$ cat src/rtl/swb_pkg.sv
package swb_pkg;
  typedef enum logic [2:0] {
    ST_IDLE,
    ST_SLOT,
    ST_DONE,
    ST_RST,
    ST_PWAIT,
    ST_PLOW
  } swb_state_e;
endpackage

$ cat src/rtl/swb_line_monitor.sv
module swb_line_monitor #(
  parameter int RESET_US = 480,
  parameter int CW = $clog2(RESET_US + 1)
) (
  input  logic clk,
  input  logic rst_n,
  input  logic tick,
  input  logic line_in,
  output logic fall,
  output logic long_low
);
  localparam logic [CW-1:0] LOW_LIMIT = CW'(RESET_US);

  logic          line_q;
  logic [CW-1:0] low_cnt;

  always_ff @(posedge clk or negedge rst_n) begin
    if (!rst_n) begin
      line_q  <= 1'b1;
      low_cnt <= '0;
    end else begin
      line_q <= line_in;
      if (line_in)
        low_cnt <= '0;
      else if (tick && low_cnt != LOW_LIMIT)
        low_cnt <= low_cnt + 1'b1;
    end
  end

  assign fall     = line_q & ~line_in;
  assign long_low = (low_cnt == LOW_LIMIT);

  // the reset threshold is only reached while the bus was low
  p_long_low_from_low_r6: assert property (@(posedge clk) disable iff (!rst_n)
    $rose(long_low) |-> $past(!line_in));
endmodule

$ cat src/rtl/swb_slot_engine.sv
module swb_slot_engine
  import swb_pkg::*;
#(
  parameter int SAMPLE_US = 30,
  parameter int PWAIT_US  = 30,
  parameter int PLOW_US   = 120,
  parameter int PW        = 8
) (
  input  logic clk,
  input  logic rst_n,
  input  logic tick,
  input  logic line_in,
  input  logic fall,
  input  logic long_low,
  input  logic rd_mode,
  input  logic tx_valid,
  input  logic tx_data,
  output logic tx_ready,
  output logic rx_valid,
  output logic rx_data,
  output logic line_drive,
  output logic bus_reset
);
  localparam logic [PW-1:0] SAMPLE_END = PW'(SAMPLE_US - 1);
  localparam logic [PW-1:0] PWAIT_END  = PW'(PWAIT_US - 1);
  localparam logic [PW-1:0] PLOW_END   = PW'(PLOW_US - 1);

  swb_state_e    state;
  logic [PW-1:0] ph_cnt;
  logic          is_read;
  logic          reset_go;

  assign reset_go = long_low && state != ST_RST && state != ST_PLOW;
  assign tx_ready = (state == ST_IDLE) && fall && rd_mode && !reset_go;

  always_ff @(posedge clk or negedge rst_n) begin
    if (!rst_n) begin
      state      <= ST_IDLE;
      ph_cnt     <= '0;
      is_read    <= 1'b0;
      line_drive <= 1'b0;
      rx_valid   <= 1'b0;
      rx_data    <= 1'b0;
      bus_reset  <= 1'b0;
    end else begin
      rx_valid  <= 1'b0;
      bus_reset <= 1'b0;
      if (reset_go) begin
        state      <= ST_RST;
        line_drive <= 1'b0;
        bus_reset  <= 1'b1;
      end else begin
        unique case (state)
          ST_IDLE: if (fall) begin
            state      <= ST_SLOT;
            ph_cnt     <= '0;
            is_read    <= rd_mode;
            line_drive <= rd_mode & tx_valid & ~tx_data;
          end
          ST_SLOT: if (tick) begin
            if (ph_cnt == SAMPLE_END) begin
              if (!is_read) begin
                rx_valid <= 1'b1;
                rx_data  <= line_in;
              end
              line_drive <= 1'b0;
              state      <= ST_DONE;
            end else begin
              ph_cnt <= ph_cnt + 1'b1;
            end
          end
          ST_DONE: if (line_in) state <= ST_IDLE;
          ST_RST: if (line_in) begin
            state  <= ST_PWAIT;
            ph_cnt <= '0;
          end
          ST_PWAIT: if (tick) begin
            if (ph_cnt == PWAIT_END) begin
              state      <= ST_PLOW;
              ph_cnt     <= '0;
              line_drive <= 1'b1;
            end else begin
              ph_cnt <= ph_cnt + 1'b1;
            end
          end
          ST_PLOW: if (tick) begin
            if (ph_cnt == PLOW_END) begin
              state      <= ST_IDLE;
              line_drive <= 1'b0;
            end else begin
              ph_cnt <= ph_cnt + 1'b1;
            end
          end
          default: state <= ST_IDLE;
        endcase
      end
    end
  end

  // one strobe per write sample
  p_rx_single_r2: assert property (@(posedge clk) disable iff (!rst_n)
    rx_valid |=> !rx_valid);
  // a sample is never taken while this block pulls the bus
  p_rx_undriven_r2: assert property (@(posedge clk) disable iff (!rst_n)
    rx_valid |-> !line_drive);
  // a read slot without a valid bit leaves the bus alone
  p_no_bit_no_drive_r4: assert property (@(posedge clk) disable iff (!rst_n)
    (tx_ready && !tx_valid) |=> !line_drive);
  // transmit handshake lasts one cycle
  p_ready_single_r5: assert property (@(posedge clk) disable iff (!rst_n)
    tx_ready |=> !tx_ready);
  // released when the reset is reported and through the wait
  p_reset_quiet_r10: assert property (@(posedge clk) disable iff (!rst_n)
    (bus_reset || state == ST_PWAIT) |-> !line_drive);
endmodule

$ cat src/rtl/swb_slave.sv
module swb_slave #(
  parameter int SAMPLE_US = 30,
  parameter int RESET_US  = 480,
  parameter int PWAIT_US  = 30,
  parameter int PLOW_US   = 120
) (
  input  logic clk,
  input  logic rst_n,
  input  logic tick_us,
  input  logic line_in,
  input  logic rd_mode,
  input  logic tx_valid,
  input  logic tx_data,
  output logic tx_ready,
  output logic rx_valid,
  output logic rx_data,
  output logic line_drive,
  output logic bus_reset
);
  localparam int CW    = $clog2(RESET_US + 1);
  localparam int MAXP0 = (SAMPLE_US > PWAIT_US) ? SAMPLE_US : PWAIT_US;
  localparam int MAXP  = (MAXP0 > PLOW_US) ? MAXP0 : PLOW_US;
  localparam int PW    = $clog2(MAXP + 1);

  logic fall;
  logic long_low;

  swb_line_monitor #(.RESET_US(RESET_US), .CW(CW)) u_mon (
    .clk      (clk),
    .rst_n    (rst_n),
    .tick     (tick_us),
    .line_in  (line_in),
    .fall     (fall),
    .long_low (long_low)
  );

  swb_slot_engine #(
    .SAMPLE_US (SAMPLE_US),
    .PWAIT_US  (PWAIT_US),
    .PLOW_US   (PLOW_US),
    .PW        (PW)
  ) u_eng (
    .clk        (clk),
    .rst_n      (rst_n),
    .tick       (tick_us),
    .line_in    (line_in),
    .fall       (fall),
    .long_low   (long_low),
    .rd_mode    (rd_mode),
    .tx_valid   (tx_valid),
    .tx_data    (tx_data),
    .tx_ready   (tx_ready),
    .rx_valid   (rx_valid),
    .rx_data    (rx_data),
    .line_drive (line_drive),
    .bus_reset  (bus_reset)
  );
endmodule

$ cat config.mk
export PLATFORM = sky130hd
export DESIGN_NAME = swb_slave
export DESIGN_NICKNAME = d
export VERILOG_FILES = /design/src/rtl/swb_pkg.sv /design/src/rtl/swb_line_monitor.sv /design/src/rtl/swb_slot_engine.sv /design/src/rtl/swb_slave.sv
export SDC_FILE = /design/constraint.sdc
export NUM_CORES = 1
export LEC_CHECK = 0
export ABC_AREA = 0
export BUFFER_PORTS_ARGS = -buffer_cell sky130_fd_sc_hd__buf_2
export CAP_MARGIN = 20
export CORE_MARGIN = 2
export CORE_UTILIZATION = 50
export DETAILED_ROUTE_END_ITERATION = 16
export GPL_TIMING_DRIVEN = 0
export PLACE_DENSITY = 0.76
export SYNTH_ARGS = -nofsm -noshare
export SYNTH_HDL_FRONTEND = slang
export SYNTH_SLANG_ARGS = --single-unit
$ cat constraint.sdc
create_clock -name clk -period 2.96 [get_ports clk]
set_clock_uncertainty 0.2 [all_clocks]
set_input_delay 0.592 -clock clk [delete_from_list [all_inputs] [get_ports clk]]
set_output_delay 0.592 -clock clk [all_outputs]
set_load 0.01 [all_outputs]
==> results by group <==
Timing
  • Slew HR: 0.4526
  • Hold Vio Cnt, Final: 0
  • Setup violators final: 0
  • Highest clock rate: 0.3572 GHz
  • Worst-margin pin slew: 0.8141 ns
  • Setup TNS: 0 ns
  • Crit share post-route: 0.9457
  • Fin crit period: 2.799 ns
  • Final-report max-slew violation count: 0

Floorplan
  • I/O pin cnt: 12
  • Chip Height: 58.78 um
  • Initial Utilization: 0.5348
  • Die area: 0.003455 mm2
  • Core ar.: 0.002805 mm2
  • Chip width: 58.78 um
  • # rows: 19

Clock tree
  • Clk Latency, worst-skew pair: 0.32 ns
  • CTS clock-pin slew for the worst setup and hold paths: 0.15 ns
  • Worst-case clock buffer depth: 2
  • TritonCTS buffer count: 3
  • Hold-fix buffers, CTS: 0
  • Root buf cell: clkbuf_4
  • CTS tree: done
  • Sink Count: 25
  • CTS H-tree lvls: 1

Yosys
  • Syn avg cell area: 9.204 um2
  • Yosys top cell area share: 0.4003
  • Synth cell types: 49
  • Register bit total from synthesis: 25
  • Post-synthesis cell count: 163
  • Number of synthesized flops with an enable pin: 0
  • Most common cell in the synthesized netlist: dfrtp_1
  • Top_reg_cell synth: dfrtp_1
  • Synth top cells by count: 24 x dfrtp_1, 18 x nand2_1, 12 x nor2_1
  • Post-Syn Area: 0.001500 mm2
  • Ys async rst share: 1.000
  • Ys Warns: 0
  • Post-Syn Nets: 174
  • Seq/Total Area, Yosys: 0.4178
  • Largest area contributor in the netlist: dfrtp_1
  • Ranking of synthesized cells by area: dfrtp_1 40%, nand2_1 4.5%, xor2_1 3.5%

Global route
  • Gr ovfl total: 0
  • Largest net degree at the start of global routing: 26
  • First-pass GRT wire length: 5050 um
  • GR Util All Layers: 0.1860
  • Antenna violations before repair: 0
  • Vias in the first global route: 1203

Pwr
  • Flop pwr share: 0.448
  • Int Pwr: 610.4 uW
  • Sw Share: 0.3700
  • Combinational Power Share: 0.392
  • Worst vdd ir: 0.3496 mV
  • Lkg Pwr: 0.0007451 uW
  • Power Density: 588.0 mW/mm2
  • Clock share of power: 0.160
  • P_sw: 358.4 uW
  • Tot Pwr: 968.9 uW

Critical path
  • Worst EP arrival: 2.84 ns
  • Most used cell, CP: buf_6
  • CP max stage delay: 0.53 ns
  • CP Cell Sequence: inv_1, ha_1, nand4_1, nor2_4, nand2_2, inv_2, or4_4, buf_6, or3_4, buf_6, o41ai_2
  • CP required: 3.00 ns
  • Critical-path top delay cell: or4_4
  • CP max FO: 9
  • Crit start category: flop
  • Crit path kind: flop to flop
  • Endpoint class of the critical path: flop

Finish
  • Share of layout cells above drive strength 1: 0.1889
  • Biggest regs: u_mon.low_cnt x9, u_eng.ph_cnt x7, u_eng.state x3
  • Final Util: 0.5874
  • Reg with most FFs: u_mon.low_cnt
  • Max FFs per register: 9
  • NumNets Final: 192
  • Number of diodes: 0
  • Layout area overhead: 9.841%

Job
  • Max-cap check violation count: 0

Place
  • IO Port Bufs: 11
  • DPL Wire Length: 2171 um
  • Routability Congestion: 0.8380

Routing
  • Final ANT Viol Nets: 0
  • Routed vias: 1270
  • Iteration-0 DRC Markers: 50
  • Drt first pass iters: 11
  • Final wirelength: 2886 um
  • WL per Instance: 13.68 um
  • Residual DRC: 1
  • Drt via density: 6.019

Min path
  • Hold Crit Class: primary input to asynchronous set/reset pin

Status
  • Outcome: finished with violations
  • Failing checks: design-rule violations
==> final cells by class <==
class,count,area (um2)
Buffer,7,46.29
Clock buffer,3,22.52
Clock inverter,1,7.507
Fill cell,247,1157
Inverter,7,26.28
Multi-Input combinational cell,124,809.5
Sequential cell,25,626.9
Tap cell,31,38.79
Timing Repair Buffer,13,70.07
==> power by group through the flow <==
| stage | clock network (uW) | logic (uW) | registers, uW |
|---|---|---|---|
| after floorplan | 0 | 301 | 432 |
| after global placement | 0 | 370 | 438 |
| after detailed placement | 0 | 380 | 440 |
| after CTS | 162 | 382 | 434 |
| after global routing | 175 | 429 | 443 |
| final | 155 | 380 | 434 |
==> timing repair <==
item                                    4_1_cts  5_1_grt
resized for setup                             1        1
endpoints found under the setup margin        1        1
pin swaps                                     0        1
buffers inserted                              0        2
==> cells in the final DEF, fill, tap and decap left out, types with 6 or more instances in the layout <==
cell,instances
xor2_1,6
nor2_1,12
inv_1,6
a21oi_1,7
dfrtp_1,24
o31ai_1,6
o21ai_0,9
nand2_1,18
buf_2,12
==> worst max-delay path: cells and delay by family, from the launching register on <==
family | cells | cell delay, ns
and+or+nand+nor | 5 | 1.22
buffers and inverters | 4 | 0.43
DFF | 1 | 0.41
AOI/OAI and AO/OA | 1 | 0.26
adders and majority gates | 1 | 0.20
==> metal layers <==
metal / part of all wire / vias to the layer above / track usage / wire, um
li1: - / 625 / - / -
met1: 0.48 / 619 / 0.2447 / 1384
met2: 0.48 / 22 / 0.3095 / 1387
met3: 0.030 / 4 / 0.02198 / 86
met4: 0.010 / 0 / 0.07792 / 29
met5: 0 / - / 0 / 0
==> logic make-up (layout without fill, tap and decap cells) <==
logic type	after synthesis	after routing	share of synthesized area
compound gates	44	44	0.2043
simple gates	67	67	0.2402
flops	25	25	0.4179
buf+inv	14	31	0.04837
mux	2	2	0.01501
fa+ha+maj	4	4	0.03336
xor+xnor	7	7	0.04087
==> worst paths after layout <==
kind	slack (ns)	depth (start not counted)	to	from
max reg2reg	0.16	11	u_eng.ph_cnt[6]	u_mon.low_cnt[0]
min	0.03	1	u_eng.state[0]	rst_n
min reg2reg	0.29	1	u_eng.rx_valid	u_eng.is_read
max in group asynchronous	2.15	1	u_mon.line_q	rst_n
min in group clk	0.23	1	u_mon.line_q	line_in
max	0.16	11	u_eng.ph_cnt[6]	u_mon.low_cnt[0]
==> stage by stage <==
step | hold WS [ns] | instance area (um2) | instances | worst slack [ns]
after floorplan | 0.09641 | 1500 | 163 | 0.3776
after global placement | 0.2683 | 1594 | 205 | 0.1631
after detailed placement | 0.2723 | 1594 | 205 | 0.1171
after CTS | 0.04256 | 1629 | 209 | 0.02328
after global routing | 0.04972 | 1648 | 211 | -0.0001390
final | 0.02812 | 1648 | 211 | 0.1606
Power figures use the tool's default switching activity.
